`src/rtl/mmio_rtr_pkg.sv`:
```
package mmio_rtr_pkg;
  localparam int RTR_ADDR_W = 32;
  localparam int RTR_NPORT  = 8;
  localparam int RTR_NDIR   = 4;
  localparam int RTR_CFG_AW = 12;

  // register offsets
  localparam logic [RTR_CFG_AW-1:0] OFS_DIR0   = 12'h300;
  localparam logic [RTR_CFG_AW-1:0] OFS_STRIDE = 12'h018;
  localparam logic [RTR_CFG_AW-1:0] OFS_DIST   = 12'h360;
  localparam logic [RTR_CFG_AW-1:0] OFS_MASK   = 12'h008;
  localparam logic [RTR_CFG_AW-1:0] OFS_ROUTE  = 12'h010;

  localparam int RTR_PORT_W = $clog2(RTR_NPORT);

  typedef struct packed {
    logic                  hit;
    logic                  directed;
    logic [RTR_PORT_W-1:0] port;
  } route_t;
endpackage

```
`src/rtl/mmio_rtr_regs.sv`:
```
module mmio_rtr_regs
  import mmio_rtr_pkg::*;
#(
  parameter int AW     = RTR_ADDR_W,
  parameter int NDIR   = RTR_NDIR,
  parameter int CFG_AW = RTR_CFG_AW
) (
  input  logic              clk,
  input  logic              rst_n,
  input  logic              cfg_we,
  input  logic [CFG_AW-1:0] cfg_addr,
  input  logic [AW-1:0]     cfg_wdata,
  output logic [AW-1:0]     cfg_rdata,
  output logic [AW-1:0]     dir_base  [NDIR],
  output logic [AW-1:0]     dir_mask  [NDIR],
  output logic [AW-1:0]     dir_route [NDIR],
  output logic [AW-1:0]     dist_base,
  output logic [AW-1:0]     dist_mask,
  output logic [AW-1:0]     dist_route
);
  logic [AW-1:0] rd_dir [NDIR];
  logic [NDIR-1:0] sel_dir;

  for (genvar k = 0; k < NDIR; k++) begin : g_dir
    localparam logic [CFG_AW-1:0] A_B = CFG_AW'(OFS_DIR0 + CFG_AW'(k) * OFS_STRIDE);
    localparam logic [CFG_AW-1:0] A_M = CFG_AW'(A_B + OFS_MASK);
    localparam logic [CFG_AW-1:0] A_R = CFG_AW'(A_B + OFS_ROUTE);

    always_ff @(posedge clk) begin
      if (!rst_n) begin
        dir_base[k]  <= '0;
        dir_mask[k]  <= '0;
        dir_route[k] <= '0;
      end else if (cfg_we) begin
        if (cfg_addr == A_B) dir_base[k]  <= cfg_wdata;
        if (cfg_addr == A_M) dir_mask[k]  <= cfg_wdata;
        if (cfg_addr == A_R) dir_route[k] <= cfg_wdata;
      end
    end

    always_comb begin
      sel_dir[k] = 1'b1;
      rd_dir[k]  = '0;
      if (cfg_addr == A_B)      rd_dir[k] = dir_base[k];
      else if (cfg_addr == A_M) rd_dir[k] = dir_mask[k];
      else if (cfg_addr == A_R) rd_dir[k] = dir_route[k];
      else                      sel_dir[k] = 1'b0;
    end
  end

  localparam logic [CFG_AW-1:0] D_B = OFS_DIST;
  localparam logic [CFG_AW-1:0] D_M = CFG_AW'(OFS_DIST + OFS_MASK);
  localparam logic [CFG_AW-1:0] D_R = CFG_AW'(OFS_DIST + OFS_ROUTE);

  always_ff @(posedge clk) begin
    if (!rst_n) begin
      dist_base  <= '0;
      dist_mask  <= '0;
      dist_route <= '0;
    end else if (cfg_we) begin
      if (cfg_addr == D_B) dist_base  <= cfg_wdata;
      if (cfg_addr == D_M) dist_mask  <= cfg_wdata;
      if (cfg_addr == D_R) dist_route <= cfg_wdata;
    end
  end

  always_comb begin
    cfg_rdata = '0;
    if (cfg_addr == D_B)      cfg_rdata = dist_base;
    else if (cfg_addr == D_M) cfg_rdata = dist_mask;
    else if (cfg_addr == D_R) cfg_rdata = dist_route;
    for (int k = 0; k < NDIR; k++) begin
      if (sel_dir[k]) cfg_rdata = rd_dir[k];
    end
  end
endmodule

```
`src/rtl/mmio_rtr_window.sv`:
```
module mmio_rtr_window #(
  parameter int AW = 32
) (
  input  logic [AW-1:0] base,
  input  logic [AW-1:0] mask,
  input  logic [AW-1:0] addr,
  output logic          hit,
  output logic [AW-1:0] off,
  output logic [AW-1:0] span
);
  logic [AW-1:0] start;

  always_comb begin
    start = {base[AW-1:1], 1'b0};
    span  = ~mask;
    off   = addr - start;
    hit   = base[0] && (addr >= start) && (off <= span);
  end
endmodule

```
`src/rtl/mmio_rtr_slice.sv`:
```
module mmio_rtr_slice #(
  parameter int AW    = 32,
  parameter int NPORT = 8
) (
  input  logic [AW-1:0]            off,
  input  logic [AW-1:0]            span,
  output logic [$clog2(NPORT)-1:0] port
);
  localparam int SH = $clog2(NPORT);
  localparam int WW = AW + SH + 1;

  logic [WW-1:0]    step;
  logic [NPORT-1:0] ge;

  assign step  = WW'(span >> SH) + WW'(1);
  assign ge[0] = 1'b0;

  for (genvar n = 1; n < NPORT; n++) begin : g_thr
    assign ge[n] = WW'(off) >= (step * WW'(n));
  end

  always_comb begin
    port = '0;
    for (int n = 1; n < NPORT; n++) begin
      if (ge[n]) port = SH'(n);
    end
  end
endmodule

```
`src/rtl/mmio_rtr_pick.sv`:
```
module mmio_rtr_pick
  import mmio_rtr_pkg::*;
#(
  parameter int NDIR = RTR_NDIR
) (
  input  logic [NDIR-1:0]       dir_hit,
  input  logic [RTR_PORT_W-1:0] dir_port [NDIR],
  input  logic                  dist_hit,
  input  logic [RTR_PORT_W-1:0] dist_port,
  output route_t                sel
);
  always_comb begin
    sel = '0;
    if (dist_hit) begin
      sel.hit  = 1'b1;
      sel.port = dist_port;
    end
    for (int k = NDIR - 1; k >= 0; k--) begin
      if (dir_hit[k]) begin
        sel.hit      = 1'b1;
        sel.directed = 1'b1;
        sel.port     = dir_port[k];
      end
    end
  end
endmodule

```
`src/rtl/mmio_port_router.sv`:
```
module mmio_port_router
  import mmio_rtr_pkg::*;
#(
  parameter int AW     = RTR_ADDR_W,
  parameter int NDIR   = RTR_NDIR,
  parameter int CFG_AW = RTR_CFG_AW
) (
  input  logic                  clk,
  input  logic                  rst_n,
  input  logic                  cfg_we,
  input  logic [CFG_AW-1:0]     cfg_addr,
  input  logic [AW-1:0]         cfg_wdata,
  output logic [AW-1:0]         cfg_rdata,
  input  logic                  req_valid,
  output logic                  req_ready,
  input  logic [AW-1:0]         req_addr,
  output logic                  rsp_valid,
  input  logic                  rsp_ready,
  output logic                  rsp_hit,
  output logic                  rsp_directed,
  output logic [RTR_PORT_W-1:0] rsp_port
);
  localparam int PORT_W = RTR_PORT_W;

  logic [AW-1:0] dir_base [NDIR];
  logic [AW-1:0] dir_mask [NDIR];
  logic [AW-1:0] dir_route [NDIR];
  logic [AW-1:0] dist_base, dist_mask, dist_route;

  mmio_rtr_regs #(.AW(AW), .NDIR(NDIR), .CFG_AW(CFG_AW)) u_regs (
    .clk(clk), .rst_n(rst_n), .cfg_we(cfg_we), .cfg_addr(cfg_addr),
    .cfg_wdata(cfg_wdata), .cfg_rdata(cfg_rdata),
    .dir_base(dir_base), .dir_mask(dir_mask), .dir_route(dir_route),
    .dist_base(dist_base), .dist_mask(dist_mask), .dist_route(dist_route)
  );

  logic [NDIR-1:0]   dir_hit;
  logic [PORT_W-1:0] dir_port [NDIR];

  for (genvar k = 0; k < NDIR; k++) begin : g_dwin
    logic [AW-1:0] d_off, d_span;
    mmio_rtr_window #(.AW(AW)) u_win (
      .base(dir_base[k]), .mask(dir_mask[k]), .addr(req_addr),
      .hit(dir_hit[k]), .off(d_off), .span(d_span)
    );
    assign dir_port[k] = dir_route[k][PORT_W-1:0];
  end

  logic              dist_hit;
  logic [AW-1:0]     dist_off, dist_span;
  logic [PORT_W-1:0] dist_port;

  mmio_rtr_window #(.AW(AW)) u_dist (
    .base(dist_base), .mask(dist_mask), .addr(req_addr),
    .hit(dist_hit), .off(dist_off), .span(dist_span)
  );

  mmio_rtr_slice #(.AW(AW), .NPORT(RTR_NPORT)) u_slice (
    .off(dist_off), .span(dist_span), .port(dist_port)
  );

  route_t sel;

  mmio_rtr_pick #(.NDIR(NDIR)) u_pick (
    .dir_hit(dir_hit), .dir_port(dir_port),
    .dist_hit(dist_hit), .dist_port(dist_port), .sel(sel)
  );

  route_t out_q;

  assign req_ready = !rsp_valid || rsp_ready;

  always_ff @(posedge clk) begin
    if (!rst_n) begin
      rsp_valid <= 1'b0;
      out_q     <= '0;
    end else if (req_valid && req_ready) begin
      rsp_valid <= 1'b1;
      out_q     <= sel;
    end else if (rsp_ready) begin
      rsp_valid <= 1'b0;
    end
  end

  assign rsp_hit      = out_q.hit;
  assign rsp_directed = out_q.directed;
  assign rsp_port     = out_q.port;
endmodule

```
`config.mk`:
```
export PLATFORM = sky130hd
export DESIGN_NAME = mmio_port_router
export DESIGN_NICKNAME = d
export VERILOG_FILES = /design/src/rtl/mmio_rtr_pkg.sv /design/src/rtl/mmio_rtr_regs.sv /design/src/rtl/mmio_rtr_window.sv /design/src/rtl/mmio_rtr_slice.sv /design/src/rtl/mmio_rtr_pick.sv /design/src/rtl/mmio_port_router.sv
export SDC_FILE = /design/constraint.sdc
export NUM_CORES = 2
export LEC_CHECK = 0
export BUFFER_PORTS_ARGS = -buffer_cell sky130_fd_sc_hd__buf_2
export CORE_AREA = 2 2 273 275
export CTS_CLUSTER_DIAMETER = 50
export DETAILED_ROUTE_END_ITERATION = 16
export DIE_AREA = 0 0 275 277
export PLACE_DENSITY = 0.81
export SLEW_MARGIN = 15
export SYNTH_ARGS = -nofsm -noshare
export SYNTH_HDL_FRONTEND = slang
export SYNTH_SLANG_ARGS = --single-unit
export TNS_END_PERCENT = 20
```
`constraint.sdc`:
```
create_clock -name clk -period 12.9 [get_ports clk]
set_clock_uncertainty 0.2 [all_clocks]
set_input_delay 0.645 -clock clk [delete_from_list [all_inputs] [get_ports clk]]
set_output_delay 0.645 -clock clk [all_outputs]
set_load 0.02 [all_outputs]
```
==> impl_metrics.ini <==
[outcome]
status = complete, no violations

[clock_network]
clk_latency_ns = 0.62
htree_levels = 2
cts_tree = yes
cts_buffers = 52
cts_setup_buffers = 0
cts-hold-fix-buffers = 0
cts.repair.resized = 0
clockBufferDepth = 3
clock_sinks = 486
root_buffer = clkbuf_16
path_clk_slew_ns = 0.06

[detailed_routing]
vias_per_cell = 6.48
drt_iter0_drc = 4545
wirelength_um = 152000
drtPass1Iterations = 7
ant_nets = 0
drcViolationCount = 0
drt-wirelength-per-cell_um = 22.7
vias = 43500

[floorplan]
core.rowCount = 100
core-area_sq_um = 73600
die_h_um = 277
fp.dieW_um = 275
start_util_pct = 59.4
io-pin-count = 120
dieArea_sq_um = 76200

[timing]
holdWs_ns = 0.0994
setup_viol = 0
worstMarginPinSlew_ns = 1.11
slew_viol_final = 0
fin_crit_sh_pct = 63.6
slew-limit-headroom_pct = 24.0
rsz0062_at_grt = no
finalSetupTns_ns = 0
final.min_clock_period_ns = 8.21
clock.fmax_mhz = 122
hold_violations = 0

[finish]
area_delta_synth_final_pct = 7.44
regArea_sq_um = 9730
nets = 6397
utilization_pct = 63.8
finalNonFillerCells = 6718
layout_common_cells = 1136 x nand2_1, 593 x ha_1, 491 x a21boi_0, 486 x dfxtp_1, 340 x a21oi_1
multi_input_area_sq_um = 31700
fillers = 6523
final_common_cell = nand2_1
drive_gt1_share_pct = 7.24

[synth]
avgSynthCellArea_sq_um = 7.62
yosys.area_share.adder_pct = 18.2
yosysWarnings = 0
syn_area_sq_um = 43700
yosys.area_share.xor_xnor_pct = 5.91
yosysSeqAreaShare_pct = 22.3
synthArstFlopShare_pct = 0
synth_ff_type = dfxtp_1
synth_top_family_by_area = compound AO/OA/AOI/OAI gates
synth_simple_gate_area_share_pct = 19.2
synthMuxAreaShare_pct = 0.910
synth_compound_gate_area_share_pct = 28.1
syn_nets = 6432
yosysUniqueCellTypes = 104
synthCells = 5738
synth-edff-count = 0
ys_ff_latch = 486

[hold_path]
hold_class = primary input to flip-flop

[power]
clkPwrFrac_pct = 41.7
vdd_drop_max_mv = 0.115
finalPower_mw = 3.78
p_comb_share_pct = 18.6
power.switching_mw = 1.10
switching_share_pct = 29.0
p_seq_share_pct = 39.7
powerDensity_nw_per_um2 = 80.5
p_leak_nw = 19.0
p_int_mw = 2.68

[grt]
grt_pass1_wl_um = 232000
antenna_found_initial = 6
grt_pass1_vias = 41800
grt_use_total_pct = 38.7
gr-total-overflow = 0
grt_max_degree = 176

[setup_path]
arrival_ns = 8.49
worstPathMaxFanout = 17
end_kind = flip-flop
cp_data_required_time_ns = 13.18
cp-start-kind = flip-flop
worstSetupPathType = flip-flop to flip-flop

[placed_design]
routabilityCongestion = 0.999
placement.io_buffers = 119
place_hpwl_um = 114000
dpl.cell_count = 6618

[job]
maxCapViolations = 0
[power by group through the flow]
stage	clock (mW)	sequential, mW	combinational [mW]
finish	1.58	1.50	0.702
global route	1.63	1.50	0.765
CTS	1.58	1.50	0.683
detailed placement	0	1.54	0.678
global placement	0	1.54	0.667
floorplan	0	1.54	0.462
[layer usage]
layer / GRT usage (%) / vias up / part of all wire, % / wire, um
met5: 0 / - / 0.014 / 21
met4: 25.9 / 4 / 7.4 / 11300
met3: 5.57 / 531 / 8.8 / 13400
met2: 62.6 / 2179 / 45 / 68500
met1: 47.6 / 20400 / 39 / 59100
li1: - / 20300 / - / -
[state kept, by name, indices dropped and copies added (netlist names)]
signal and flops:
rsp_hit 1, rsp_port 3, u_regs.dir_mask 128, u_regs.dir_route 128, rsp_directed 1, u_regs.dir_base 128
u_regs.dist_base 32, rsp_valid 1, u_regs.dist_route 32, u_regs.dist_mask 32
[metrics by stage]
step                setup slack (ns)  cell area, sq um
CTS                             4.76             46900
detailed placement              4.45             45200
global route                    3.93             47000
global placement                4.50             45200
finish                          4.69             47000
floorplan                       6.20             43700
[path summary, 6_finish.rpt]
path	depth (start not counted)	to	from	slack, ns
max	26	rsp_port[2]$_SDFFE_PN0P_	u_regs.dist_mask[3]$_SDFFE_PN0P_	4.69
min	3	rsp_valid$_SDFFE_PN0P_	req_valid	0.1
max reg2reg	26	rsp_port[2]$_SDFFE_PN0P_	u_regs.dist_mask[3]$_SDFFE_PN0P_	4.69
min reg2reg	2	u_regs.dir_route[111]$_SDFFE_PN0P_	u_regs.dir_route[111]$_SDFFE_PN0P_	0.26
[critical path, cell delays in order (launching register included)]
cell and delay [ns]:
dfxtp_1 0.54, inv_1 0.14, ha_1 0.41, or3b_1 0.52, xnor2_1 0.63, inv_1 0.28, ha_1 0.41, a21oi_1 0.19
o21ai_1 0.21, o21ai_0 0.14, o221ai_1 0.20, a2111o_1 0.50, a2111o_1 0.47, a21boi_2 0.26, o31a_1 0.32, o31ai_2 0.14
a21oi_1 0.34, o21ai_0 0.17, xnor2_1 0.25, ha_1 0.29, a21oi_1 0.23, nand2b_1 0.13, or2_2 0.30, a41oi_1 0.25
o32ai_2 0.14, o31ai_1 0.28, a21oi_1 0.11
[logic make-up after synthesis]
kind of cell,count (synthesis)
buf+inv,620
compound gates,1776
xor+xnor,291
fa+ha+maj,626
simple gates,1903
mux,36
flops,486
[cell type report]
class | count | area share [%]
Clock inverter | 24 | 0.568
Timing Repair Buffer | 212 | 2.78
Antenna cell | 5 | 0.0266
Multi-Input combinational cell | 4632 | 67.6
Tap cell | 969 | 2.58
Inverter | 319 | 2.55
Sequential cell | 486 | 20.7
Clock buffer | 71 | 3.22
[synthesized netlist by cell type, drive strengths merged, types with 9 or more instances]
library cell / number / share of area (%)
o31a: 9 / 0.18
a211o: 11 / 0.22
a211oi: 28 / 0.49
o211ai: 24 / 0.41
a21boi: 498 / 8.6
and2: 14 / 0.20
nor2: 278 / 2.4
nand4: 99 / 1.4
o21ai: 216 / 2.5
and3: 29 / 0.42
a21o: 191 / 3.3
clkbuf: 275 / 2.4
nand3: 62 / 0.71
o31ai: 20 / 0.36
a31oi: 52 / 0.74
o22ai: 57 / 0.82
nor2b: 59 / 0.84
inv: 315 / 2.7
xor2: 83 / 1.7
or2: 20 / 0.29
a221o: 16 / 0.37
xnor2: 208 / 4.2
nand2b: 48 / 0.69
a221oi: 33 / 0.66
nor3: 68 / 0.83
a22oi: 27 / 0.46
maj3: 13 / 0.30
nor4: 23 / 0.50
nand2: 1137 / 9.8
a21oi: 341 / 3.9
o21a: 51 / 0.88
or3: 23 / 0.33
o221ai: 14 / 0.28
dfxtp: 486 / 22
a2111oi: 13 / 0.27
fa: 20 / 0.92
a222oi: 53 / 1.2
and4: 12 / 0.24
mux2: 30 / 0.77
buf: 26 / 0.30
ha: 593 / 17
o21bai: 43 / 0.75
Note: power is estimated with default switching activity, not from simulation.
